$ cat config.mk
export PLATFORM = sky130hd
export DESIGN_NAME = wp_guard
export DESIGN_NICKNAME = d
export VERILOG_FILES = /design/src/rtl/wp_guard_pkg.sv /design/src/rtl/wp_region_check.sv /design/src/rtl/wp_pin_lock.sv /design/src/rtl/wp_guard.sv
export SDC_FILE = /design/constraint.sdc
export NUM_CORES = 1
export LEC_CHECK = 0
export BUFFER_PORTS_ARGS = -buffer_cell sky130_fd_sc_hd__buf_2
export CAP_MARGIN = 20
export CORE_AREA = 5 5 42 44
export CTS_BUF_LIST = sky130_fd_sc_hd__clkbuf_8
export CTS_CLUSTER_DIAMETER = 50
export CTS_CLUSTER_SIZE = 20
export DETAILED_ROUTE_END_ITERATION = 10
export DIE_AREA = 0 0 47 49
export GPL_ROUTABILITY_DRIVEN = 0
export PLACE_DENSITY = 0.69
export SLEW_MARGIN = 20
export SYNTH_ARGS = -nofsm -noshare
export SYNTH_HDL_FRONTEND = slang
export SYNTH_SLANG_ARGS = --single-unit
$ cat constraint.sdc
create_clock -name clk -period 2.2 [get_ports clk]
set_input_delay 0.55 -clock clk [delete_from_list [all_inputs] [get_ports clk]]
set_output_delay 0.55 -clock clk [all_outputs]
set_load 0.005 [all_outputs]
$ cat src/rtl/wp_guard_pkg.sv
package wp_guard_pkg;
    localparam int STAT_W       = 8;
    localparam int STAT_ARM_BIT = 7;
    localparam int STAT_BP_LO   = 2;
    localparam int STAT_WEL_BIT = 1;

    typedef struct packed {
        logic       wel;
        logic [1:0] bp;
        logic       arm;
        logic       arr_ok;
        logic       arr_deny;
        logic       sts_ok;
        logic       sts_deny;
    } guard_state_t;
endpackage

$ cat src/rtl/wp_region_check.sv
module wp_region_check #(
    parameter int ADDR_W = 13
) (
    input  logic [ADDR_W-1:0] addr,
    input  logic [1:0]        bp,
    output logic              in_protected
);
    localparam int TOP = ADDR_W - 1;

    always_comb begin
        unique case (bp)
            2'b00:   in_protected = 1'b0;
            2'b01:   in_protected = addr[TOP] & addr[TOP-1];
            2'b10:   in_protected = addr[TOP];
            default: in_protected = 1'b1;
        endcase
    end
endmodule

$ cat src/rtl/wp_pin_lock.sv
module wp_pin_lock (
    input  logic wp_n,
    input  logic arm,
    output logic locked
);
    always_comb locked = arm & ~wp_n;
endmodule

$ cat src/rtl/wp_guard.sv
module wp_guard
    import wp_guard_pkg::*;
#(
    parameter int ADDR_W = 13
) (
    input  logic              clk,
    input  logic              rst_n,
    input  logic              wp_n,
    input  logic              wel_set,
    input  logic              wel_clr,
    input  logic              arr_req,
    input  logic [ADDR_W-1:0] arr_addr,
    input  logic              sts_req,
    input  logic [7:0]        sts_data,
    input  logic              cycle_done,
    output logic              arr_ok,
    output logic              arr_deny,
    output logic              sts_ok,
    output logic              sts_deny,
    output logic [STAT_W-1:0] stat
);
    guard_state_t st_q, st_d;
    logic in_prot, locked;

    wp_region_check #(.ADDR_W(ADDR_W)) u_region (
        .addr(arr_addr), .bp(st_q.bp), .in_protected(in_prot)
    );

    wp_pin_lock u_lock (
        .wp_n(wp_n), .arm(st_q.arm), .locked(locked)
    );

    always_comb begin
        logic arr_pass, sts_pass, refused;
        st_d          = st_q;
        arr_pass      = arr_req & st_q.wel & ~in_prot;
        sts_pass      = sts_req & st_q.wel & ~locked;
        refused       = (arr_req & ~arr_pass) | (sts_req & ~sts_pass);
        st_d.arr_ok   = arr_pass;
        st_d.arr_deny = arr_req & ~arr_pass;
        st_d.sts_ok   = sts_pass;
        st_d.sts_deny = sts_req & ~sts_pass;
        if (sts_pass) begin
            st_d.arm = sts_data[7];
            st_d.bp  = sts_data[3:2];
        end
        if (refused || wel_clr || cycle_done) st_d.wel = 1'b0;
        else if (wel_set)                     st_d.wel = 1'b1;
    end

    always_ff @(posedge clk or negedge rst_n) begin
        if (!rst_n) st_q <= '0;
        else        st_q <= st_d;
    end

    always_comb begin
        stat                    = '0;
        stat[STAT_ARM_BIT]      = st_q.arm;
        stat[STAT_BP_LO+1 -: 2] = st_q.bp;
        stat[STAT_WEL_BIT]      = st_q.wel;
    end

    assign arr_ok   = st_q.arr_ok;
    assign arr_deny = st_q.arr_deny;
    assign sts_ok   = st_q.sts_ok;
    assign sts_deny = st_q.sts_deny;

    assert_one_verdict_R10: assert property (@(posedge clk) disable iff (!rst_n)
        !(arr_ok && arr_deny) && !(sts_ok && sts_deny));
    assert_verdict_has_req_R10: assert property (@(posedge clk) disable iff (!rst_n)
        (arr_ok || arr_deny) |-> $past(arr_req));
    assert_grant_needs_wel_R3: assert property (@(posedge clk) disable iff (!rst_n)
        (arr_ok || sts_ok) |-> $past(stat[STAT_WEL_BIT]));
    assert_deny_drops_wel_R8: assert property (@(posedge clk) disable iff (!rst_n)
        (arr_deny || sts_deny) |-> !stat[STAT_WEL_BIT]);
    assert_pin_lock_R5: assert property (@(posedge clk) disable iff (!rst_n)
        sts_ok |-> !($past(stat[STAT_ARM_BIT]) && !$past(wp_n)));
    assert_cfg_hold_R11: assert property (@(posedge clk) disable iff (!rst_n)
        !sts_ok |-> $stable({stat[STAT_ARM_BIT], stat[3:2]}));
    assert_cfg_load_R7: assert property (@(posedge clk) disable iff (!rst_n)
        sts_ok |-> (stat[STAT_ARM_BIT] == $past(sts_data[7]) && stat[3:2] == $past(sts_data[3:2])));
    assert_all_locked_R4: assert property (@(posedge clk) disable iff (!rst_n)
        arr_ok |-> $past(stat[3:2]) != 2'b11);
endmodule

==> out/metrics.cfg, run 1 <==
[outcome]
status = complete, no violations

[worst_setup_path]
required_ns = 1.65
crit_slowest_cell = dfrtp_1
crit_path_max_fanout = 5
endpoint_kind = output pin
crit_buf_inv = 1
path_delay_family = flip-flops
cp-start-kind = register
r2r_setup_slack_ns = 1.07
worstPathArrival_ns = 0.84
critical_path.cell_chain = buf_2
criticalPathCategory = register to output pin
cpPeakStageDelay_ns = 0.45

[synthesis]
ys_seq_area_share_pct = 51.45
synth_top_area_share_pct = 51.45
synth.area.top_cells = dfrtp_1 51%, mux2_4 12%, buf_4 9.6%, o211ai_4 5.5%, a221oi_2 3.9%
synthMuxAreaShare_pct = 11.58
synthSimpleGateAreaFrac_pct = 6.109
synth.largest_area_cell = dfrtp_1
synthAdderAreaFrac_pct = 0
yosysWarnings = 0
synth_cell_types = 14
ys_seq_elements = 8
netlist_area_um2 = 389.1
synth_compound_area_share_pct = 16.40
synth_top_family_by_area = compound AO/OA/AOI/OAI gates
avgSynthCellArea_um2 = 12.16
synth_xor_area_share_pct = 0
synth_cells = 32

[detailed_routing]
ant_nets = 0
vias = 282
routedWlPerCell_um = 10.78
drtPass1Iterations = 2
drtIter0Drc = 1
drc_errors = 0
wl_um = 744
vias_per_cell = 4.087

[cts]
cts_tree = built
clk_latency_ns = 0.22
clock-sinks = 8
post_cts_buffers = 0
cts_buffer_depth = 2
clkTransAtPathRegs_ns = 0.04
cts-htree-levels = 1
cts_resized = 0
root_buffer = clkbuf_8
postCtsHoldBufs = 0
cts-buffers-inserted = 3

[floorplanning]
rows = 14
die_h_um = 49
start_util_pct = 27.77
io_pins = 41
fp.coreArea_um2 = 1401
die_area_um2 = 2303
dieWidth_um = 47

[grt]
grt_max_degree = 9
grt_util_all_layers_pct = 7.026
antenna_found_initial = 0
overflow = 0
first_global_vias = 276
grt_pass1_wl_um = 1090

[sta]
setup_viol = 0
finalWorstSetupSlack_ns = 0.8121
rsz0062_at_grt = no
hold_viol_final = 0
period_minus_slack_ns = 1.388
slew_violations = 0
min_period_over_period_pct = 63.09
setup_tns_ns = 0
final.setup_skew_ns = 0.0003162
fmax_mhz = 720.5

[pwr]
power_density_nw_per_um2 = 784.6
power.leakage_nw = 0.2987
peakVddDrop_uv = 256.9

[layout]
layout_common_cells = 20 x buf_2, 8 x dfrtp_1, 4 x conb_1
fin_cells = 69
drive_gt1_share_pct = 56.60
diodes = 0
synthToLayoutAreaGrowth_pct = 34.73
layout_commonest_cell = buf_2
fin_area_um2 = 524.3
fin_nets = 84

[placement]
pre_cts_ws_ns = 0.8405
dp_hpwl_um = 628.3
dp.cells = 66
placed_area_um2 = 483.0
io_buffers = 20

[min_path]
hold_class = primary input to async pin

[run]
cap_violations = 0

## registers in the layout (all words and copies together) (netlist names)
name	cells
arr_ok	1
arr_deny	1
sts_ok	1
sts_deny	1
stat	4
## metrics by stage
stage | total power, W | utilization [%] | hold WS [ns]
after global placement | 0.0002423 | 34.46 | 0.3949
after floorplan | 0.0002204 | - | 0.2544
final | 0.0004113 | 37.41 | 0.1575
after detailed placement | 0.0002439 | 34.46 | 0.4006
after CTS | 0.0004192 | 37.41 | 0.1600
after global routing | 0.0004344 | 37.41 | 0.1689
## worst paths after layout
kind                                     start                  end  cells after the start
min                                      rst_n  stat[3]$_DFFE_PN0P_                      1
min reg2reg                stat[2]$_DFFE_PN0P_  stat[2]$_DFFE_PN0P_                      1
max                        stat[1]$_DFFE_PN0P_              stat[1]                      1
max reg2reg                stat[7]$_DFFE_PN0P_  stat[2]$_DFFE_PN0P_                      3
max in group asynchronous                rst_n   arr_deny$_DFF_PN0_                      1
min in group clk                       arr_req  stat[1]$_DFFE_PN0P_                      2
## cell usage after synthesis, drive strengths merged
cell / instances
buf: 5
dfrtp: 8
a21oi: 1
and2: 2
a221oi: 1
nor2: 2
mux2: 3
inv: 4
conb: 1
o21ai: 2
o211ai: 2
nand2: 1
## area by class of cell
| class | count | area, µm² |
|---|---|---|
| fill | 160 | 877.1 |
| sequential | 8 | 200.2 |
| multi-input combinational | 18 | 147.6 |
| timing repair buffer | 20 | 100.1 |
| clock buffer | 3 | 41.29 |
| tap | 16 | 20.02 |
| inverter | 4 | 15.01 |
## cells by family after synthesis
kind of cell	after synthesis
compound gates	6
buf+inv	9
flops	8
mux	3
other cells	1
simple gates	5
## metal layers
metal	vias to the layer above	GRT usage, %	part of all wire, %
met5	-	0	0
met4	0	9.677	2.6
met3	2	0.3690	12
met2	18	8.597	44
met1	122	8.784	41
li1	140	-	-
## where the power goes
group	leakage, nW	internal, W	switching [W]
sequential	0.103	0.000163	0.0000131
combinational	0.174	0.0000373	0.0000277
clock	0.0216	0.000118	0.0000525
Power figures use the tool's default switching activity.
==> run 2: changes to the inputs <==
==> constraint.sdc (replaced) <==
create_clock -name clk -period 1.4 [get_ports clk]
set_input_delay 0.35 -clock clk [delete_from_list [all_inputs] [get_ports clk]]
set_output_delay 0.35 -clock clk [all_outputs]
set_load 0.005 [all_outputs]
==> out/metrics.cfg, run 2 (synthesized netlist as in run 1, its figures left out) <==
[cts]
cts_resized = 0  ; unchanged
clkTransAtPathRegs_ns = 0.04  ; about the same
postCtsHoldBufs = 1  ; +1
clk_latency_ns = 0.22  ; about the same
post_cts_buffers = 0  ; unchanged
cts_buffer_depth = 2  ; unchanged
cts-htree-levels = 1  ; unchanged
cts-buffers-inserted = 3  ; unchanged
clock-sinks = 8  ; unchanged
cts_tree = built
root_buffer = clkbuf_8

[detailed_routing]
drtIter0Drc = 1  ; unchanged
wl_um = 753  ; +1.2%
vias = 284  ; +0.71%
drc_errors = 0  ; unchanged
ant_nets = 0  ; unchanged
routedWlPerCell_um = 10.76  ; -0.24%
vias_per_cell = 4.057  ; -0.73%
drtPass1Iterations = 2  ; unchanged

[pwr]
power.leakage_nw = 0.3029  ; +1.4%
p_switching_w = 0.0001469  ; +58%
switching_share_pct = 22.65  ; -0.023 points
power_w = 0.0006485  ; +58%
power_density_nw_per_um2 = 1214  ; +55%
p_clk_share_pct = 41.3  ; -0.2 points
peakVddDrop_uv = 404.0  ; +57%
pwr-share-seq_pct = 42.6  ; about the same
pwr-share-comb_pct = 16.1  ; +0.3 points
p_int_w = 0.0005016  ; +58%

[floorplanning]
die_h_um = 49  ; unchanged
io_pins = 41  ; unchanged
dieWidth_um = 47  ; unchanged
fp.coreArea_um2 = 1401  ; unchanged
rows = 14  ; unchanged
die_area_um2 = 2303  ; unchanged
start_util_pct = 27.77  ; unchanged

[sta]
hold_viol_final = 0  ; unchanged
fmax_mhz = 841.8
period_minus_slack_ns = 1.188
final.setup_skew_ns = 0.0003162  ; unchanged
min_period_over_period_pct = 84.85
setup_tns_ns = 0  ; unchanged
rsz0062_at_grt = no
slew_violations = 0  ; unchanged
setup_viol = 0  ; unchanged

[worst_setup_path]
endpoint_kind = output pin
required_ns = 1.05  ; -0.60 ns
crit_slowest_cell = dfrtp_1
crit_path_max_fanout = 5  ; unchanged
criticalPathCategory = register to output pin
cp-start-kind = register
critical_path.cell_chain = buf_2
cpPeakStageDelay_ns = 0.45  ; about the same
r2r_setup_slack_ns = 0.27  ; -0.80 ns
r2r-end = stat[2]$_DFFE_PN0P_
path_delay_family = flip-flops
crit_buf_inv = 1  ; unchanged
worstReg2RegStart = stat[7]$_DFFE_PN0P_
worstPathArrival_ns = 0.84  ; about the same
reg2reg_depth = 3  ; unchanged

[layout]
multi_input_area_um2 = 147.6  ; unchanged
synthToLayoutAreaGrowth_pct = 37.30
layout_common_cells = 20 x buf_2, 8 x dfrtp_1, 4 x conb_1
nFillCells = 159  ; -0.63%
largest_reg_flops = 4  ; unchanged
layout_commonest_cell = buf_2
fin_util_pct = 38.13  ; +0.71 points
drive_gt1_share_pct = 55.56  ; -1.0 points
fin_nets = 85  ; +1.2%
diodes = 0  ; unchanged
regArea_um2 = 200.2  ; unchanged

[outcome]
status = complete, no violations

[min_path]
hold_class = primary input to register
holdPathStages = 2
holdPathEnd = stat[1]$_DFFE_PN0P_
hold_start = arr_req

[placement]
io_buffers = 20  ; unchanged
dp_hpwl_um = 628.3  ; unchanged

[grt]
grt_max_degree = 9  ; unchanged
grt_util_all_layers_pct = 7.026  ; unchanged
first_global_vias = 276  ; unchanged
antenna_found_initial = 0  ; unchanged
overflow = 0  ; unchanged
grt_pass1_wl_um = 1090  ; unchanged

[run]
cap_violations = 0  ; unchanged

## run 2: area by class of cell
class                   count  share of cell area (%)
flip-flops and latches      8                   37.47
multi-input cells          18                   27.63
repair buffers             21                   20.61
clock buffers               3                   7.728
well taps                  16                   3.747
inverters                   4                   2.810
## run 2: per-stage QoR
step	worst slack [ns]	instance area [µm²]	cells	hold WS (ns)
6_report	0.2121	534.3	70	0.3296
5_1_grt	0.1540	534.3	70	0.3380
4_1_cts	0.1988	534.3	70	0.3258
3_5_place_dp	0.2405	483.0	66	0.2006
3_3_place_gp	0.2583	483.0	66	0.1949
2_1_floorplan	0.3282	400.4	35	0.05441
## run 2: worst max path at each step
stage                              from                  end  slack [ns]  depth (start not counted)
floorplan           stat[7]$_DFFE_PN0P_  stat[2]$_DFFE_PN0P_        0.33                          3
detailed placement                 wp_n  stat[7]$_DFFE_PN0P_        0.24                          3
global placement                   wp_n  stat[7]$_DFFE_PN0P_        0.26                          3
finish              stat[1]$_DFFE_PN0P_              stat[1]        0.21                          1
global route        stat[1]$_DFFE_PN0P_              stat[1]        0.15                          1
CTS                 stat[1]$_DFFE_PN0P_              stat[1]        0.20                          1
## run 2: routing by layer
metal | global-route usage, % | wire length [µm]
met3 | 0.3690 | 89
met1 | 8.784 | 314
met2 | 8.597 | 330
met5 | 0 | 0
met4 | 9.677 | 19
## run 2: power by group through the flow
stage / Sequential (W) / Clock [W] / Combinational, W
floorplan: 0.000278 / 0 / 0.0000682
global placement: 0.000278 / 0 / 0.000103
detailed placement: 0.000279 / 0 / 0.000105
CTS: 0.000276 / 0.000278 / 0.000106
global route: 0.000280 / 0.000289 / 0.000115
finish: 0.000276 / 0.000268 / 0.000104
